File: config.mk
export PLATFORM = sky130hd
export DESIGN_NAME = step_ramp_gen
export DESIGN_NICKNAME = d
export VERILOG_FILES = /design/src/rtl/srg_pkg.sv /design/src/rtl/srg_dir_ctl.sv /design/src/rtl/srg_ramp.sv /design/src/rtl/srg_phase_acc.sv /design/src/rtl/step_ramp_gen.sv
export SDC_FILE = /design/constraint.sdc
export NUM_CORES = 1
export LEC_CHECK = 0
export ABC_CLOCK_PERIOD_IN_PS = 3700
export BUFFER_PORTS_ARGS = -buffer_cell sky130_fd_sc_hd__clkbuf_2
export CORE_AREA = 2 2 88 90
export CTS_CLUSTER_DIAMETER = 80
export DETAILED_ROUTE_END_ITERATION = 8
export DIE_AREA = 0 0 90 92
export GPL_TIMING_DRIVEN = 0
export PLACE_DENSITY = 0.59
export SLEW_MARGIN = 40
export SYNTH_ARGS = -nofsm -noshare
export SYNTH_HDL_FRONTEND = slang
export SYNTH_HIERARCHICAL = 1
export SYNTH_SLANG_ARGS = --single-unit
File: constraint.sdc
create_clock -name clk -period 3.7 [get_ports clk]
set_input_delay 0.185 -clock clk [delete_from_list [all_inputs] [get_ports clk]]
set_output_delay 0.185 -clock clk [all_outputs]
set_load 0.05 [all_outputs]
File: src/rtl/srg_pkg.sv
// Package: shared widths and types for the ramped step generator.
// Assumes: accumulator width of 8 (rate 1..255).
package srg_pkg;
    localparam int ACC_W = 8;
    typedef logic [ACC_W-1:0] rate_t;
    typedef enum logic [1:0] {
        REQ_NONE = 2'd0,
        REQ_UP   = 2'd1,
        REQ_DN   = 2'd2
    } btn_req_e;
endpackage

File: src/rtl/srg_dir_ctl.sv
// Module: srg_dir_ctl
// Decodes the two buttons into a single request and holds the direction.
// Direction may only change while the rate sits at its bottom value.
// Assumes: buttons are debounced and synchronous to clk.
module srg_dir_ctl
    import srg_pkg::*;
(
    input  logic clk,
    input  logic rst_n,
    input  logic btn_up,
    input  logic btn_dn,
    input  logic at_lo,
    output logic held,
    output logic going,
    output logic dir
);
    btn_req_e req;
    logic     want_up;

    // Map the button pair to a request; both pressed counts as none.
    always_comb begin
        unique case ({btn_up, btn_dn})
            2'b10:   req = REQ_UP;
            2'b01:   req = REQ_DN;
            default: req = REQ_NONE;
        endcase
    end

    assign held    = (req != REQ_NONE);
    assign want_up = (req == REQ_UP);

    // Latch the requested direction only at the bottom rate.
    always_ff @(posedge clk) begin
        if (!rst_n) begin
            dir <= 1'b0;
        end else if (held && at_lo) begin
            dir <= want_up;
        end
    end

    // Accelerate only when a request exists and direction agrees with it.
    assign going = held && (dir == want_up);
endmodule

File: src/rtl/srg_ramp.sv
// Module: srg_ramp
// Moves the rate increment one unit toward its target every RAMP_DIV
// clocks. Target is rate_hi while accelerating, else rate_lo.
// Assumes: 1 <= rate_lo <= rate_hi; limits change only during reset.
module srg_ramp
    import srg_pkg::*;
#(
    parameter int RAMP_DIV = 196850
)(
    input  logic  clk,
    input  logic  rst_n,
    input  logic  going,
    input  rate_t rate_lo,
    input  rate_t rate_hi,
    output rate_t rate,
    output logic  at_lo
);
    localparam int DIV_W = (RAMP_DIV > 1) ? $clog2(RAMP_DIV) : 1;
    localparam logic [DIV_W-1:0] DIV_LAST = DIV_W'(RAMP_DIV - 1);

    logic [DIV_W-1:0] div_cnt;
    logic             tick;
    rate_t            target;

    // Free-running divider producing one ramp tick per RAMP_DIV clocks.
    always_ff @(posedge clk) begin
        if (!rst_n || tick) begin
            div_cnt <= '0;
        end else begin
            div_cnt <= div_cnt + 1'b1;
        end
    end

    assign tick   = (div_cnt == DIV_LAST);
    assign target = going ? rate_hi : rate_lo;

    // Step the rate one unit toward the target, saturating on arrival.
    always_ff @(posedge clk) begin
        if (!rst_n) begin
            rate <= rate_lo;
        end else if (tick) begin
            if (rate < target) begin
                rate <= rate + 1'b1;
            end else if (rate > target) begin
                rate <= rate - 1'b1;
            end
        end
    end

    assign at_lo = (rate == rate_lo);
endmodule

File: src/rtl/srg_phase_acc.sv
// Module: srg_phase_acc
// Phase accumulator; the extra top bit of the sum is the rollover pulse.
// When not running the phase is cleared so the next start is clean.
// Assumes: rate is stable or changes by one unit per ramp tick.
module srg_phase_acc
    import srg_pkg::*;
(
    input  logic  clk,
    input  logic  rst_n,
    input  logic  run,
    input  rate_t rate,
    output logic  pulse
);
    logic [ACC_W:0] phase;

    // Add the increment to the low bits; bit ACC_W flags a rollover.
    always_ff @(posedge clk) begin
        if (!rst_n || !run) begin
            phase <= '0;
        end else begin
            phase <= {1'b0, phase[ACC_W-1:0]} + {1'b0, rate};
        end
    end

    assign pulse = phase[ACC_W];
endmodule

File: src/rtl/step_ramp_gen.sv
// Module: step_ramp_gen (top)
// Ramped step/direction generator for a stepper driver. Ties together the
// button/direction control, the rate ramp and the phase accumulator.
// Assumes: debounced synchronous buttons; 1 <= rate_lo <= rate_hi.
module step_ramp_gen
    import srg_pkg::*;
#(
    parameter int RAMP_DIV  = 196850,
    parameter bit IDLE_STEP = 1'b0
)(
    input  logic             clk,
    input  logic             rst_n,
    input  logic             btn_up,
    input  logic             btn_dn,
    input  logic [ACC_W-1:0] rate_lo,
    input  logic [ACC_W-1:0] rate_hi,
    output logic             step,
    output logic             dir
);
    logic  btn_held;
    logic  going;
    logic  at_lo;
    logic  run;
    rate_t rate_cur;

    srg_dir_ctl u_dir (
        .clk    (clk),
        .rst_n  (rst_n),
        .btn_up (btn_up),
        .btn_dn (btn_dn),
        .at_lo  (at_lo),
        .held   (btn_held),
        .going  (going),
        .dir    (dir)
    );

    srg_ramp #(.RAMP_DIV(RAMP_DIV)) u_ramp (
        .clk     (clk),
        .rst_n   (rst_n),
        .going   (going),
        .rate_lo (rate_lo),
        .rate_hi (rate_hi),
        .rate    (rate_cur),
        .at_lo   (at_lo)
    );

    // Step while accelerating, while still slowing down, or if idling is allowed.
    assign run = going || !at_lo || IDLE_STEP;

    srg_phase_acc u_acc (
        .clk   (clk),
        .rst_n (rst_n),
        .run   (run),
        .rate  (rate_cur),
        .pulse (step)
    );
endmodule

==> run summary <==
Pin count of the biggest net entering global routing = 13
I/O Pins = 22
Nets = 336
WP buf/inv = 2
Mapped Nets = 301
Initial antenna violation count = 0
Syn_area_per_cell = 9.57 um2
Sequential Area = 805 um2
Root Driver = clkbuf_8
CTS Sinks = 36
DPL Wire Length = 3590 um
CP top delay family = compound AO/OA/AOI/OAI gates
Reg2Reg Capture Point = u_ramp/rate[6]
H-tree Lvls = 2
Tcrit/Tclk final = 95.6%
Die Ht = 92 um
Hold Crit Depth = 2
Post-Route WL = 4630 um
Post-route DRC = 0
Clock slew at reported path FFs = 70 ps
Clock latency at the later pin of the worst-skew pair = 280 ps
Die area = 8280 um2
DR WL/cell = 11.8 um
Core outline area = 7450 um2
Startpoint Class = flip-flop
Delay of the slowest cell on the worst path = 360 ps
Cts bufs inserted = 5
Die width = 90 um
Worst-Margin Slew = 537 ps
Critical path origin = u_dir/dir
Slowest CP cell = fa_2
Leakage = 1.20 nW
Final setup fails = 0
Worst hold path type = input port to flip-flop
Relative slew slack = 64.2%
Synthesis-to-finish area growth = 17.4%
Cell count after synthesis = 253
Final hold vios = 0
Max FO, Critical Path = 8
Core Util, Final = 38.2%
Reg2Reg Depth = 17
Post-Layout Cell Count = 391
Hold_buf cts = 0
Yosys warns = 6
Standard-cell rows = 32
Multi-input logic area = 1610 um2
WP data required = 3740 ps
Final Slew Violations = 0
Antenna cells = 0
DP Cell Count = 376
CP endpoint = u_ramp/rate[6]
Initial DRC Count = 31
RSZ-0062 raised after global routing = true
Vias in the first global route = 1792
Most used cell, CP = a21oi_2
Min Tclk post-route = 3540 ps
First-pass DRT Iterations = 4
Port Buffers = 21
Via count = 1875
Overflow after GRT = 0
Max Clock Freq = 283 MHz
Initial core utilization = 32.5%
Vias/cell = 4.80
Clock Tree Buf Depth = 2
Ratio of cells with drive above 1 in the final layout = 22.5%
PwrDens = 747 nW/um2
TritonCTS clock tree = yes
Peak supply drop = 0.000320 V
Worst Clk Skew = 5.95 ps
Stages on the worst setup path = 17
Synth Cell Area = 2420 um2
Max-cap violations = 0
R2r startpoint = u_dir/dir
Critical Path Sink Type = flip-flop
Crit-path cells = xor2_1, nor2_1, clkbuf_8, mux2i_2, ha_1, a21oi_2, nand2_1, a21o_1, nor2_4, inv_4, fa_2, a21o_1, a21oi_2, o21bai_1, a21oi_2, xnor2_1, mux2_2
Final instance area = 2840 um2
First-pass GRT wire length = 7930 um
Outcome = completed
WS Path Type = flip-flop to flip-flop
Layout fillers = 778
Pwr Total = 0.00212 W
Placed inst area = 2660 um2
Routed Antenna Nets = 0
R2r setup slk = 160 ps
Crit path arrival time = 3570 ps
GP Congestion = 0.793
Gr usage total = 11.6%
[power breakdown]
part	switching, W	internal, W	total (W)
Clock	0.000132	0.000152	0.000283
Combinational	0.000637	0.000604	0.00124
Sequential	0.0000862	0.000512	0.000599
Total	0.000854	0.00127	0.00212
[state kept, by name, summed over array words and instances, names as in the netlist]
register	count
u_ramp/div_cnt	18
u_acc/phase	9
u_ramp/rate	8
u_dir/dir	1
[area by class of cell]
class | count | share of cell area (%)
repair buffers | 28 | 5.55
flip-flops and latches | 36 | 28.3
inverters | 5 | 0.749
multi-input cells | 208 | 56.5
clock buffers | 8 | 3.17
plain buffers | 4 | 1.19
well taps | 102 | 4.49
[worst register-to-register path: stages (launching register included)]
cell	delay, ps
dfxtp_4	350
xor2_1	150
nor2_1	150
clkbuf_8	190
mux2i_2	210
ha_1	290
a21oi_2	150
nand2_1	60
a21o_1	210
nor2_4	170
inv_4	90
fa_2	360
a21o_1	210
a21oi_2	150
o21bai_1	90
a21oi_2	140
xnor2_1	80
mux2_2	260
[stage by stage]
step                setup TNS [ps]  hold slack, ps  setup WS (ps)
finish                           0             257            164
global placement              -901             463           -406
detailed placement           -1060             473           -462
floorplan                        0             322           56.0
global route                 -89.5             266          -89.5
CTS                              0             251           45.6
[routing by layer]
metal	track usage (%)	wire length, um	vias up
met5	0	0	-
met4	3.46	53	0
met3	2.38	122	5
met2	19.8	2280	22
met1	14.8	2170	872
li1	-	-	976
[repair_timing]
item                                    CTS  global route
gates resized for setup                   6             5
endpoints found under the setup margin    3             2
pin swaps                                 0             5
buffers inserted                          1             6
[layout by cell type, fill, tap and decap left out, types with 3 or more instances in the layout]
cell type,instances
a21oi_1,8
a21o_1,3
buf_4,7
ha_1,26
nand3_1,11
inv_1,4
and3_1,4
nor2_1,34
xor2_1,13
clkbuf_8,7
o21ai_0,4
nand2b_1,3
a21oi_2,4
edfxtp_1,8
nand4_1,5
o21ai_1,4
clkbuf_2,21
xnor2_1,18
nand2_1,14
dfxtp_1,27
mux2i_1,9
mux2_2,7
clkbuf_1,3
nand3b_1,3
[worst min path at each step]
stage | to | start | slack [ps]
2_1_floorplan | u_dir/dir | rst_n | 320
3_3_place_gp | u_ramp/div_cnt[0] | u_ramp/div_cnt[0] | 460
3_5_place_dp | u_ramp/div_cnt[0] | u_ramp/div_cnt[0] | 470
4_1_cts | u_ramp/rate[6] | rate_lo[6] | 250
5_1_grt | u_ramp/rate[4] | rate_lo[4] | 270
6_report | u_ramp/rate[0] | rate_lo[0] | 260
Note: power is estimated with default switching activity, not from simulation.
